### config.mk
export PLATFORM = sky130hd
export DESIGN_NAME = tmr_div_timer
export DESIGN_NICKNAME = d
export VERILOG_FILES = /design/src/rtl/tmr_pkg.sv /design/src/rtl/tmr_regs.sv /design/src/rtl/tmr_prescaler.sv /design/src/rtl/tmr_counter.sv /design/src/rtl/tmr_div_timer.sv
export SDC_FILE = /design/constraint.sdc
export NUM_CORES = 1
export LEC_CHECK = 0
export BUFFER_PORTS_ARGS = -buffer_cell sky130_fd_sc_hd__buf_2
export CELL_PAD_IN_SITES_DETAIL_PLACEMENT = 0
export CELL_PAD_IN_SITES_GLOBAL_PLACEMENT = 1
export CORE_ASPECT_RATIO = 0.6
export CORE_MARGIN = 2
export CORE_UTILIZATION = 45
export DETAILED_ROUTE_END_ITERATION = 16
export GPL_TIMING_DRIVEN = 0
export PLACE_DENSITY_LB_ADDON = 0.1
export SYNTH_ARGS = -nofsm -noshare
export SYNTH_HDL_FRONTEND = slang
export SYNTH_HIERARCHICAL = 1
export SYNTH_SLANG_ARGS = --single-unit
### constraint.sdc
create_clock -name clk_i -period 9.2 [get_ports clk_i]
set_input_delay 1.38 -clock clk_i [delete_from_list [all_inputs] [get_ports clk_i]]
set_output_delay 1.38 -clock clk_i [all_outputs]
set_load 0.005 [all_outputs]
### src/rtl/tmr_pkg.sv
package tmr_pkg;
  localparam int unsigned DATA_W = 32;
  localparam int unsigned DIV_W  = 4;
  localparam int unsigned PRE_W  = 7;   // largest ratio is 128
  localparam logic [DIV_W-1:0] DIV_KEEP = 4'hB;

  typedef enum logic [1:0] {
    SEL_DIV  = 2'd0,
    SEL_INIT = 2'd1,
    SEL_CUR  = 2'd2,
    SEL_NONE = 2'd3
  } sel_e;

  // shift = ({cfg[3], cfg[1:0]} + 1) mod 8
  function automatic logic [2:0] div_shift(input logic [DIV_W-1:0] cfg);
    return {cfg[3], cfg[1:0]} + 3'd1;
  endfunction
endpackage

### src/rtl/tmr_regs.sv
module tmr_regs
  import tmr_pkg::*;
#(
  parameter int unsigned CNT_W = 32
) (
  input  logic             clk_i,
  input  logic             rst_ni,
  input  logic             we_i,
  input  logic             re_i,
  input  logic [1:0]       sel_i,
  input  logic [DATA_W-1:0] wdata_i,
  input  logic [CNT_W-1:0] remain_i,
  output logic [DIV_W-1:0] div_cfg_o,
  output logic             load_o,
  output logic [CNT_W-1:0] load_val_o,
  output logic [DATA_W-1:0] rdata_o
);
  logic [DIV_W-1:0] div_q;
  logic [CNT_W-1:0] init_q;
  logic [DATA_W-1:0] rd_mux;

  always_ff @(posedge clk_i or negedge rst_ni) begin
    if (!rst_ni) begin
      div_q  <= '0;
      init_q <= '0;
    end else if (we_i) begin
      if (sel_i == SEL_DIV)  div_q  <= wdata_i[DIV_W-1:0] & DIV_KEEP;
      if (sel_i == SEL_INIT) init_q <= wdata_i[CNT_W-1:0];
    end
  end

  always_comb begin
    rd_mux = '0;
    unique case (sel_e'(sel_i))
      SEL_DIV:  rd_mux[DIV_W-1:0] = div_q;
      SEL_INIT: rd_mux[CNT_W-1:0] = init_q;
      SEL_CUR:  rd_mux[CNT_W-1:0] = remain_i;
      default:  rd_mux = '0;
    endcase
  end

  always_ff @(posedge clk_i or negedge rst_ni) begin
    if (!rst_ni)   rdata_o <= '0;
    else if (re_i) rdata_o <= rd_mux;
  end

  assign div_cfg_o  = div_q;
  assign load_o     = we_i && (sel_i == SEL_INIT);
  assign load_val_o = wdata_i[CNT_W-1:0];
endmodule

### src/rtl/tmr_prescaler.sv
module tmr_prescaler
  import tmr_pkg::*;
(
  input  logic             clk_i,
  input  logic             rst_ni,
  input  logic             clear_i,
  input  logic             en_i,
  input  logic [DIV_W-1:0] div_cfg_i,
  output logic             tick_o
);
  localparam int unsigned LIM_W = PRE_W + 1;

  logic [PRE_W-1:0] pre_q;
  logic [LIM_W-1:0] lim;

  assign lim    = (LIM_W'(1) << div_shift(div_cfg_i)) - LIM_W'(1);
  // >= so a smaller ratio picked mid-period still ends the period
  assign tick_o = en_i && (pre_q >= lim[PRE_W-1:0]);

  always_ff @(posedge clk_i or negedge rst_ni) begin
    if (!rst_ni)      pre_q <= '0;
    else if (clear_i) pre_q <= '0;
    else if (en_i)    pre_q <= tick_o ? '0 : pre_q + PRE_W'(1);
  end
endmodule

### src/rtl/tmr_counter.sv
module tmr_counter #(
  parameter int unsigned CNT_W = 32
) (
  input  logic             clk_i,
  input  logic             rst_ni,
  input  logic             load_i,
  input  logic [CNT_W-1:0] load_val_i,
  input  logic             tick_i,
  output logic [CNT_W-1:0] cnt_o,
  output logic             run_o,
  output logic             expire_o
);
  logic [CNT_W-1:0] cnt_q;
  logic             run_q, exp_q;

  always_ff @(posedge clk_i or negedge rst_ni) begin
    if (!rst_ni) begin
      cnt_q <= '0;
      run_q <= 1'b0;
      exp_q <= 1'b0;
    end else begin
      exp_q <= 1'b0;
      if (load_i) begin
        cnt_q <= load_val_i;
        run_q <= (load_val_i != '0);
      end else if (run_q && tick_i) begin
        cnt_q <= cnt_q - CNT_W'(1);
        if (cnt_q == CNT_W'(1)) begin
          run_q <= 1'b0;
          exp_q <= 1'b1;
        end
      end
    end
  end

  assign cnt_o    = cnt_q;
  assign run_o    = run_q;
  assign expire_o = exp_q;
endmodule

### src/rtl/tmr_div_timer.sv
module tmr_div_timer
  import tmr_pkg::*;
#(
  parameter int unsigned CNT_W = 32
) (
  input  logic              clk_i,
  input  logic              rst_ni,
  input  logic              we_i,
  input  logic              re_i,
  input  logic [1:0]        sel_i,
  input  logic [DATA_W-1:0] wdata_i,
  output logic [DATA_W-1:0] rdata_o,
  output logic              expire_o
);
  logic [DIV_W-1:0] div_cfg;
  logic             load;
  logic [CNT_W-1:0] load_val;
  logic             tick;
  logic [CNT_W-1:0] cnt_q;
  logic             run_q;
  logic [CNT_W-1:0] remain;

  // counts left equals ceil(clocks left / ratio) because the prescaler restarts on load
  assign remain = run_q ? cnt_q : '0;

  tmr_regs #(.CNT_W(CNT_W)) u_regs (
    .clk_i, .rst_ni, .we_i, .re_i, .sel_i, .wdata_i,
    .remain_i   (remain),
    .div_cfg_o  (div_cfg),
    .load_o     (load),
    .load_val_o (load_val),
    .rdata_o    (rdata_o)
  );

  tmr_prescaler u_pre (
    .clk_i, .rst_ni,
    .clear_i   (load),
    .en_i      (run_q),
    .div_cfg_i (div_cfg),
    .tick_o    (tick)
  );

  tmr_counter #(.CNT_W(CNT_W)) u_cnt (
    .clk_i, .rst_ni,
    .load_i     (load),
    .load_val_i (load_val),
    .tick_i     (tick),
    .cnt_o      (cnt_q),
    .run_o      (run_q),
    .expire_o   (expire_o)
  );
endmodule

==> qor.yml <==
result_of_the_run: "completed"
floorplan.die_area_mm2: 0.0148
fin_worst_hold_slack_ps: 511
cp_num_buf_inv: 4
gpl.final_weighted_congestion: 0.895
power.ir.vdd_worst_mv: 0.115
cp_top_family: "simple AND/OR/NAND/NOR gates"
post_detailed_route_via_to_cell_ratio: 5.75
crit_required_ps: 9470
cts_root_buffer: "sky130_fd_sc_hd__clkbuf_16"
route.detailed.drc: 0
layout_commonest_cell: "sky130_fd_sc_hd__dfrtp_1"
die_width_um: 156
final.period_utilization_pct: 46.2
critPathMostFrequentCell: "sky130_fd_sc_hd__buf_2"
post-route-min-period_ps: 4250
grt_pass1_wl_mm: 25.8
wirelength_mm: 16.3
post_drt_wl_per_cell_um: 18.7
static-leakage-power_nw: 3.11
cap_violations: 0
htree_levels: 3
path_clk_slew_ps: 80
synth.cell_area_mm2: 0.00621
worst_path_largest_cell_delay_ps: 420
io_buffers: 69
route.vias.total: 4997
detailedRoute.firstPassIterationCount: 5
layout.filler_cells: 1264
clock_latency_ps: 360
worst-setup-path-type: "reg2reg"
grt.total_usage_pct: 22.6
fin_tns_setup_ps: 0
gr-total-overflow: 0
path_cells: "buf_2 -> or3_1 -> ha_1 -> inv_1 -> a31oi_1 -> ha_1 -> and4_4 -> o211ai_4 -> o211ai_4 -> nor4bb_1 -> buf_2 -> nand4_1 -> buf_2 -> or3_1 -> a31oi_1"
final_net_count: 742
met3RoutedLength_um: 816
crit_end_element: "flop"
placed_cell_area_mm2: 0.00680
antenna_found_initial: 0
grt_max_degree: 63
post_cts_hold_buffer_count: 0
timing.final.setup_violations: 0
worstPathArrival_ps: 4530
area_growth_syn_to_layout_pct: 14.1
placement_rows: 33
clkSinkCount: 108
hold_path_class: "reg2reg"
num_io_pins: 71
rsz0062_at_grt: "false"
place_hpwl_mm: 11.8
power.density_mw_per_mm2: 203
worst_path_max_delay_cell: "sky130_fd_sc_hd__dfrtp_1"
mappedNetlistNets: 661
dr.first_iter.drc_count: 426
max_freq_ghz: 0.235
drive_gt1_share_pct: 32.4
critical_path_peak_fanout: 10
timing_max_transition_violations_final: 0
design_area_mm2: 0.00709
start_util_pct: 45.7
cts_tree: "yes"
synth_warnings: 6
finalHoldViolations: 0
vertical_die_dimension_um: 95.0
syn_inst: 608
num_antenna_cells: 0
route.met2.wl_mm: 6.82
core_box_area_mm2: 0.0136
synth.avg_cell_area_um2: 10.2
post-layout-total-power_mw: 1.44
postCtsSetupRepairBufs: 0
final_cell_mix: "sky130_fd_sc_hd__dfrtp_1 (108), sky130_fd_sc_hd__buf_2 (81), sky130_fd_sc_hd__inv_1 (40), sky130_fd_sc_hd__buf_4 (34), sky130_fd_sc_hd__nor2_1 (33)"
post_cts_resize_count: 0
worst_slew_pin_slew_ps: 853
tritoncts.num_buffers: 9
setup.worst_path.start_class: "flop"
max-slew-margin-rel_pct: 43.1
timing.clock.skew_ps: 14.8
clk_path_buf_depth: 2
grt_pass1_vias: 4707
wirelength_met1_mm: 8.51
detail-route-antenna-nets: 0
route.top_layer_used: "met4"
-- metrics by stage --
stage | instances | utilization (%) | setup WS [ps]
after CTS | 869 | 52.2 | 4970
after floorplan | 608 | - | 5650
after detailed placement | 853 | 50.1 | 5000
final | 869 | 52.2 | 4950
after global routing | 869 | 52.2 | 4740
after global placement | 852 | 49.9 | 5000
-- flip-flops by register name, indices dropped and copies added (netlist names) --
name	flops
u_regs/init_q	32
u_cnt/expire_o	1
u_cnt/cnt_o	32
u_pre/pre_q	7
u_regs/div_cfg_o	3
u_regs/rdata_o	32
u_cnt/run_o	1
-- power by group --
part | total [mW] | switching [mW] | internal [mW]
Sequential | 0.652 | 0.0918 | 0.560
Combinational | 0.403 | 0.196 | 0.207
Clock | 0.384 | 0.195 | 0.189
-- cell type report --
class | instances | area (µm²) | share of cell area [%]
multi-input cells | 393 | 2930 | 41.3
flip-flops and latches | 108 | 2700 | 38.1
plain buffers | 66 | 422 | 5.95
repair buffers | 70 | 375 | 5.30
clock buffers | 9 | 225 | 3.18
well taps | 175 | 219 | 3.09
inverters | 41 | 154 | 2.17
clock inverters | 7 | 58.8 | 0.830
-- worst paths after layout --
check,cells after the start,slack [ps],from,endpoint
worst max-delay path,15,4950,u_regs/div_cfg_o[3]$_DFFE_PN0P_,u_cnt/cnt_o[23]$_DFFE_PN0P_
worst min-delay path,1,510,u_regs/init_q[25]$_DFFE_PN0P_,u_regs/init_q[25]$_DFFE_PN0P_
worst max register to register,15,4950,u_regs/div_cfg_o[3]$_DFFE_PN0P_,u_cnt/cnt_o[23]$_DFFE_PN0P_
worst min register to register,1,510,u_regs/init_q[25]$_DFFE_PN0P_,u_regs/init_q[25]$_DFFE_PN0P_
max in group asynchronous,2,7340,rst_ni,u_cnt/cnt_o[23]$_DFFE_PN0P_
min in group asynchronous,1,1130,rst_ni,u_regs/rdata_o[7]$_DFFE_PN0P_
-- routing by layer --
metal	global-route usage [%]	vias up
met2	32.7	131
met4	4.20	0
met1	35.4	2516
li1	-	2341
met5	0	-
met3	3.85	9
No activity file was read; power rests on OpenSTA's default activity.
